## src/rtl/hwfld_pkg.sv

```systemverilog
package hwfld_pkg;
  localparam int ADDR_W = 2;
  localparam logic [ADDR_W-1:0] ADDR_FIELD = 2'd0;
  localparam logic [ADDR_W-1:0] ADDR_CTRL  = 2'd1;

  typedef enum logic {GATE_ENABLE = 1'b0, GATE_MASK = 1'b1} gate_mode_e;

  typedef struct packed {
    logic set;
    logic clr;
    logic ld;
  } hw_cmd_t;
endpackage

```

## src/rtl/hwfld_cpu_port.sv

```systemverilog
module hwfld_cpu_port
  import hwfld_pkg::*;
#(
  parameter int W        = 8,
  parameter int GATE_MODE = 0,
  parameter bit LOAD_LOW = 1'b0,
  parameter bit SW_WR    = 1'b1,
  localparam int CW      = W + 3
) (
  input  logic              clk,
  input  logic              rst_n,
  input  logic              req_valid,
  input  logic              req_write,
  input  logic [ADDR_W-1:0] req_addr,
  input  logic [CW-1:0]     req_wdata,
  output logic              rsp_valid,
  output logic [CW-1:0]     rsp_rdata,
  input  logic [W-1:0]      fld_q,
  output logic [CW-1:0]     ctrl_q,
  output logic              fld_we,
  output logic [W-1:0]      fld_wdata
);
  localparam logic [W-1:0] GATE_RST = (GATE_MODE != 0) ? '0 : '1;
  localparam logic [CW-1:0] CTRL_RST = {LOAD_LOW, 1'b0, 1'b0, GATE_RST};

  logic rd_hit, wr_ctrl;
  logic [CW-1:0] rd_mux;

  assign rd_hit    = req_valid && !req_write;
  assign wr_ctrl   = req_valid && req_write && (req_addr == ADDR_CTRL);
  assign fld_we    = SW_WR && req_valid && req_write && (req_addr == ADDR_FIELD);
  assign fld_wdata = req_wdata[W-1:0];

  always_ff @(posedge clk or negedge rst_n) begin
    if (!rst_n) ctrl_q <= CTRL_RST;
    else if (wr_ctrl) ctrl_q <= req_wdata;
  end

  always_comb begin
    unique case (req_addr)
      ADDR_FIELD: rd_mux = {{(CW-W){1'b0}}, fld_q};
      ADDR_CTRL:  rd_mux = ctrl_q;
      default:    rd_mux = '0;
    endcase
  end

  always_ff @(posedge clk or negedge rst_n) begin
    if (!rst_n) begin
      rsp_valid <= 1'b0;
      rsp_rdata <= '0;
    end else begin
      rsp_valid <= rd_hit;
      if (rd_hit) rsp_rdata <= rd_mux;
    end
  end

  // a read gets exactly one response in the next cycle
  p_rd_rsp_r10: assert property (@(posedge clk) disable iff (!rst_n)
    (req_valid && !req_write) |=> rsp_valid);
  // writes and idle cycles give no response
  p_no_rsp_r10: assert property (@(posedge clk) disable iff (!rst_n)
    !(req_valid && !req_write) |=> !rsp_valid);
endmodule

```

## src/rtl/hwfld_qual_sel.sv

```systemverilog
module hwfld_qual_sel
  import hwfld_pkg::*;
#(
  parameter int W         = 8,
  parameter int GATE_MODE = 0,
  parameter bit LOAD_LOW  = 1'b0,
  parameter bit QUAL_SRC  = 1'b0,
  localparam int CW       = W + 3
) (
  input  logic [W-1:0]  hw_gate,
  input  logic          hw_load,
  input  logic          hw_clr,
  input  logic          hw_set,
  input  logic [CW-1:0] ctrl_q,
  output logic [W-1:0]  upd,
  output hw_cmd_t       cmd
);
  localparam int CLR_BIT = W;
  localparam int SET_BIT = W + 1;
  localparam int LD_BIT  = W + 2;

  logic [W-1:0] gate_src;
  logic         ld_raw;

  assign gate_src = QUAL_SRC ? ctrl_q[W-1:0]  : hw_gate;
  assign ld_raw   = QUAL_SRC ? ctrl_q[LD_BIT] : hw_load;
  assign cmd.clr  = QUAL_SRC ? ctrl_q[CLR_BIT] : hw_clr;
  assign cmd.set  = QUAL_SRC ? ctrl_q[SET_BIT] : hw_set;

  generate
    if (LOAD_LOW) begin : g_ld_low
      assign cmd.ld = !ld_raw;
    end else begin : g_ld_high
      assign cmd.ld = ld_raw;
    end
    if (GATE_MODE != 0) begin : g_mask
      assign upd = ~gate_src;
    end else begin : g_enable
      assign upd = gate_src;
    end
  endgenerate
endmodule

```

## src/rtl/hwfld_store.sv

```systemverilog
module hwfld_store
  import hwfld_pkg::*;
#(
  parameter int          W         = 8,
  parameter logic [W-1:0] RESET_VAL = '0
) (
  input  logic         clk,
  input  logic         rst_n,
  input  logic [W-1:0] upd,
  input  hw_cmd_t      cmd,
  input  logic [W-1:0] hw_data,
  input  logic         sw_we,
  input  logic [W-1:0] sw_data,
  output logic [W-1:0] fld_q,
  output logic         red_and,
  output logic         red_or,
  output logic         red_xor
);
  logic [W-1:0] nxt;

  always_comb begin
    nxt = fld_q;
    if (cmd.set)      nxt = fld_q | upd;
    else if (cmd.clr) nxt = fld_q & ~upd;
    else if (cmd.ld)  nxt = (fld_q & ~upd) | (hw_data & upd);
    else if (sw_we)   nxt = sw_data;
  end

  always_ff @(posedge clk or negedge rst_n) begin
    if (!rst_n) fld_q <= RESET_VAL;
    else        fld_q <= nxt;
  end

  assign red_and = &fld_q;
  assign red_or  = |fld_q;
  assign red_xor = ^fld_q;

  p_set_ones_r3: assert property (@(posedge clk) disable iff (!rst_n)
    cmd.set |=> ((fld_q & $past(upd)) == $past(upd)));
  p_clr_zero_r3: assert property (@(posedge clk) disable iff (!rst_n)
    (cmd.clr && !cmd.set) |=> ((fld_q & $past(upd)) == '0));
  p_load_copy_r2: assert property (@(posedge clk) disable iff (!rst_n)
    (cmd.ld && !cmd.set && !cmd.clr) |=>
      ((fld_q & $past(upd)) == ($past(hw_data) & $past(upd))));
  p_gate_hold_r4: assert property (@(posedge clk) disable iff (!rst_n)
    (cmd.set || cmd.clr || cmd.ld) |=>
      ((fld_q & ~$past(upd)) == ($past(fld_q) & ~$past(upd))));
  p_idle_hold_r6: assert property (@(posedge clk) disable iff (!rst_n)
    !(cmd.set || cmd.clr || cmd.ld || sw_we) |=> $stable(fld_q));
endmodule

```

## src/rtl/hwfld_top.sv

```systemverilog
module hwfld_top
  import hwfld_pkg::*;
#(
  parameter int           W         = 8,
  parameter int           GATE_MODE = 0,
  parameter bit           LOAD_LOW  = 1'b0,
  parameter bit           QUAL_SRC  = 1'b0,
  parameter bit           SW_WR     = 1'b1,
  parameter logic [W-1:0] RESET_VAL = '0,
  localparam int          DW        = W + 3
) (
  input  logic              clk,
  input  logic              rst_n,
  input  logic              req_valid,
  input  logic              req_write,
  input  logic [ADDR_W-1:0] req_addr,
  input  logic [DW-1:0]     req_wdata,
  output logic              rsp_valid,
  output logic [DW-1:0]     rsp_rdata,
  input  logic [W-1:0]      hw_data,
  input  logic              hw_load,
  input  logic              hw_clr,
  input  logic              hw_set,
  input  logic [W-1:0]      hw_gate,
  output logic [W-1:0]      fld_q,
  output logic              red_and,
  output logic              red_or,
  output logic              red_xor
);
  logic [DW-1:0] ctrl_q;
  logic          fld_we;
  logic [W-1:0]  fld_wdata;
  logic [W-1:0]  upd;
  hw_cmd_t       cmd;

  hwfld_cpu_port #(.W(W), .GATE_MODE(GATE_MODE), .LOAD_LOW(LOAD_LOW), .SW_WR(SW_WR)) u_port (
    .clk(clk), .rst_n(rst_n), .req_valid(req_valid), .req_write(req_write),
    .req_addr(req_addr), .req_wdata(req_wdata), .rsp_valid(rsp_valid),
    .rsp_rdata(rsp_rdata), .fld_q(fld_q), .ctrl_q(ctrl_q),
    .fld_we(fld_we), .fld_wdata(fld_wdata)
  );

  hwfld_qual_sel #(.W(W), .GATE_MODE(GATE_MODE), .LOAD_LOW(LOAD_LOW), .QUAL_SRC(QUAL_SRC)) u_qual (
    .hw_gate(hw_gate), .hw_load(hw_load), .hw_clr(hw_clr), .hw_set(hw_set),
    .ctrl_q(ctrl_q), .upd(upd), .cmd(cmd)
  );

  hwfld_store #(.W(W), .RESET_VAL(RESET_VAL)) u_store (
    .clk(clk), .rst_n(rst_n), .upd(upd), .cmd(cmd), .hw_data(hw_data),
    .sw_we(fld_we), .sw_data(fld_wdata), .fld_q(fld_q),
    .red_and(red_and), .red_or(red_or), .red_xor(red_xor)
  );
endmodule

```

## config.mk

```make
export PLATFORM = sky130hd
export DESIGN_NAME = hwfld_top
export DESIGN_NICKNAME = d
export VERILOG_FILES = /design/src/rtl/hwfld_pkg.sv /design/src/rtl/hwfld_cpu_port.sv /design/src/rtl/hwfld_qual_sel.sv /design/src/rtl/hwfld_store.sv /design/src/rtl/hwfld_top.sv
export SDC_FILE = /design/constraint.sdc
export NUM_CORES = 1
export LEC_CHECK = 0
export ABC_AREA = 0
export CORE_ASPECT_RATIO = 0.6
export CORE_MARGIN = 2
export CORE_UTILIZATION = 59
export CTS_BUF_LIST = sky130_fd_sc_hd__clkbuf_4 sky130_fd_sc_hd__clkbuf_8
export DETAILED_ROUTE_END_ITERATION = 16
export DONT_BUFFER_PORTS = 1
export PLACE_DENSITY = 0.78
export SYNTH_ARGS = -nofsm -noshare
export SYNTH_HDL_FRONTEND = slang
export SYNTH_SLANG_ARGS = --single-unit
export TNS_END_PERCENT = 10
```

## constraint.sdc

```tcl
create_clock -name clk -period 1.3 [get_ports clk]
set_input_delay 0.13 -clock clk [delete_from_list [all_inputs] [get_ports clk]]
set_output_delay 0.13 -clock clk [all_outputs]
set_load 0.005 [all_outputs]
```

* After elaboration in Yosys (flattened, before gate mapping)
Cells that the tools add are included.
** Storage, ports and cells
- Flip-flop bits (word level) :: 31
- Input bits :: 36
- Output and inout bits :: 23
- Word-level logic and storage cells :: 25
** Cells by class
- Equal/unequal tests :: 1
- Multiplexer cells :: 5
- Bitwise gates (word level) :: 5
- Reduce and logical (&&, ||, !) cells :: 10
** Operator list (count)
- 2-to-1 mux 8 bit :: 4
- one-hot mux 11 bit (2 select lines) :: 1
- bitwise AND 8 bit :: 2
- bitwise OR 8 bit :: 2
- inverter 8 bit :: 1
- AND reduction 8 bit :: 1
- OR reduction 8 bit :: 1
- parity 8 bit :: 1
- logical AND 1 bit :: 4
- nonzero test 4 bit :: 1
- == test 2 x 1 -> 1 bit (second input constant) :: 1
- zero test 2 bit :: 1
- zero test 1 bit :: 1

* Logic depth before layout (Yosys ltp)
- Depth after elaboration :: 6
- Gate-level depth with buffers :: 6
- Gate-level depth less buffers :: 4

* Cells and area by module
Synthesis repeated with hierarchy kept, for this count alone.
** Second synthesis, totals
- Cell total of the unflattened synthesis :: 178
- Area total of the unflattened synthesis :: 1890.6 µm²
** Modules (own cells, without submodules)
- hwfld_cpu_port :: times used 1, cells an instance 72, area an instance 1013.5 µm², sequential area each 585.6 µm²
- hwfld_store :: times used 1, cells an instance 95, area an instance 794.5 µm², sequential area each 200.2 µm²
- hwfld_qual_sel :: times used 1, cells an instance 11, area an instance 82.6 µm², sequential area each 0.0 µm²

* Worst setup path before layout
Ideal clock, no wire load.
- Kind :: register to register
- Start point :: register with a tool-made name
- End point :: register with a tool-made name
- Library setup time :: 0.135 ns
- Data arrival time :: 1.165 ns
- Setup slack :: 0.000 ns
- Stages on the path, launching flop included :: 5
- Path buffers :: 0
- Clock period less this slack :: 1.300 ns
- Path through :: dfrtp_1 -> and3b_1 -> a2111o_1 -> a31oi_1 -> o22ai_1

==> run metrics <==
Mapped Cells 170; worst reg2reg path depth 5; Final Skew approximately 6 ps; most frequent cells in the layout dfrtp_1 (23), buf_4 (16), nand2_1 (13), dlygate4sd3_1 (13), o21ai_0 (12); row cnt 15; PD cells ~1300 nW/µm²; Final Cycle Share 1.15; leakage a little under 0.001 µW; share of layout cells above drive strength 1 0.305; CP endpoint red_xor; CP max stage delay 400 ps; Yosys reg bits 31; CTS Root Buffer Type clkbuf_8; Hold Vio Cnt, Final 0; n_diodes 0; largest net degree at the start of global routing 32; synthesized cell area between 1500 and 2000 µm²; CTS tree yes; Max clock buf depth 2; setup TNS -411 ps; worst hold slack 27.6 ps; Distinct cells, synth 40; DRT Wirelength a little over 5000 µm; clock sink count 31; final setup margin -190 ps; antenna violations before repair 0; chip width 74.5 µm; Nets about 240; Critical Path, Cell by Cell inv_2 -> ha_4 -> xnor2_4 -> xnor2_2; Period minus WS final approximately 1500 ps; Slew headroom 0.670; outcome finished, violations left; PortBufs 0; WHS Path Cells 2; RSZ-0062 raised after global routing yes; highest-delay cell along the critical path dfrtp_1; worst-path maximum fanout 2; grt ovf 0; routed vias/inst roughly 6.4; syn_area_per_cell ~10 µm²; Initial Util 0.617; flop-to-flop setup slack -60 ps; number of global-route vias before repair between 1500 and 2000; max-slew violations 0; RD Place Congestion slightly above 0.9; core area 2850 µm²; later-pin clock latency in the skew report 290 ps; DR WL/cell approximately 21 µm; Worst VDD drop roughly 0.0011 V; post-route ant nets 0; Reg clk slew, reported paths approximately 70 ps; Max Freq roughly 670 MHz; GRT Total Usage 0.324; Final setup viols 4; synth warn 0; # DRC 0; syn nets 214; most common cell after layout, fill and taps aside dfrtp_1; Setup Crit Path Kind reg2out; Die Y-Extent 46.3 µm; Hold Crit Class in2reg; failing checks setup timing; CP required between 1000 and 1500 ps; TritonRoute pass-1 iters 4; DRT iter0 DRCs roughly 200; Die Area about 3500 µm²; CTS Buf Count 5; crit end category output pin; maxcap violations 0; area grow syn2layout 28.1%; fillers between 150 and 200; placed wire-length estimate between 3000 and 4000 µm; Boundary Pins 59; CP Data Arrival Time ~1400 ps; first-pass GRT wire length 7710 µm; Critical Path Source Type register; htree depth 2; Slew @ Worst Pin 493 ps; Vias 1560; sequential share of the synthesized area 0.446
timing repair:
action | 4_1_cts | 5_1_grt
resized for setup | 10 | 9
setup endpoints to repair | 4 | 4
setup buffers | 2 | 1
endpoints found under the hold margin | 44 | 0
pin swaps | 10 | 0
hold buffers | 14 | 0
final cells by class:
cell class,instances,area [µm²],share of cell area
multi-input combinational,119,997,0.442
inverter,10,37.5,0.0166
timing repair buffer,32,293,0.130
tap,42,52.6,0.0233
sequential,31,786,0.349
clock inverter,2,12.5,0.00555
clock buffer,6,76.3,0.0339
per-stage QoR:
step           instances  power (µW)  area, µm²   util  worst slack, ps
2_1_floorplan        170        1680       1760      -            0.318
3_3_place_gp         217        1820       1880  0.657             35.3
3_5_place_dp         217        1850       1880  0.657            -26.1
4_1_cts              241        2740       2190  0.767             -164
5_1_grt              242        3090       2250  0.790             -203
6_report             242        2960       2250  0.790             -190
worst max-delay path, delay by kind of cell (launching register included):
kind | cells | cell delay [ps]
xor+xnor | 2 | 350
fa+ha+maj | 1 | 220
buf+inv | 1 | 100
flops | 1 | 400
per-layer routing:
metal  track usage  share of wire  vias up
met5             0              0        -
met4         0.175          0.034        0
met3         0.112           0.10       19
met2         0.503           0.46       95
met1         0.403           0.40      766
li1              -              -      680
cells by family (layout without fill, tap and decap cells):
kind of cell             Yosys count  count (layout)  synth area share
AO/OA/AOI/OAI                     45              45             0.176
XOR/XNOR                           3               3            0.0149
flip-flops                        31              31             0.446
multiplexers                      20              20             0.122
adder cells (fa/ha/maj)            8               8            0.0569
AND/OR/NAND/NOR                   43              43             0.134
buffers and inverters             20              50            0.0497
how the worst min path moves through the flow:
stage	from	endpoint	slack, ps
3_5_place_dp	rst_n	u_port.rsp_rdata[2]	-160
5_1_grt	hw_set	register	30
4_1_cts	hw_set	register	20
6_report	hw_set	register	30
3_3_place_gp	rst_n	u_port.rsp_rdata[3]	-160
2_1_floorplan	rst_n	async pin	-170
synthesized netlist by cell type (all sizes together):
cell type | count | share of area
nand4bb | 1 | 0.0064
nand2b | 4 | 0.014
xor2 | 1 | 0.0050
and2 | 1 | 0.0036
and3b | 2 | 0.010
nand4b | 1 | 0.0050
inv | 10 | 0.021
or3 | 1 | 0.0036
mux2i | 9 | 0.051
o32a | 1 | 0.0057
nor3b | 1 | 0.0043
dfstp | 8 | 0.12
nor2 | 6 | 0.013
a21oi | 6 | 0.017
mux2 | 11 | 0.070
o31a | 1 | 0.0050
a2bb2oi | 3 | 0.015
nor2b | 1 | 0.0036
or2 | 1 | 0.0036
a211oi | 1 | 0.0043
o21a | 2 | 0.0085
nand4 | 1 | 0.0036
o21ai | 12 | 0.034
and4 | 1 | 0.0050
buf | 6 | 0.020
clkbuf | 4 | 0.0085
o22ai | 4 | 0.014
a32oi | 3 | 0.015
nand2 | 13 | 0.028
o32ai | 3 | 0.015
a22o | 3 | 0.015
ha | 8 | 0.057
a2111o | 2 | 0.013
dfrtp | 23 | 0.33
a31oi | 3 | 0.011
a22oi | 1 | 0.0043
and4b | 2 | 0.011
nor3 | 7 | 0.020
xnor2 | 2 | 0.010
power by group:
group          total [µW]  internal, µW  switching (µW)
Clock                 775           395             380
Combinational         908           494             414
Sequential           1270          1170             109
No activity file was read; power rests on OpenSTA's default activity.
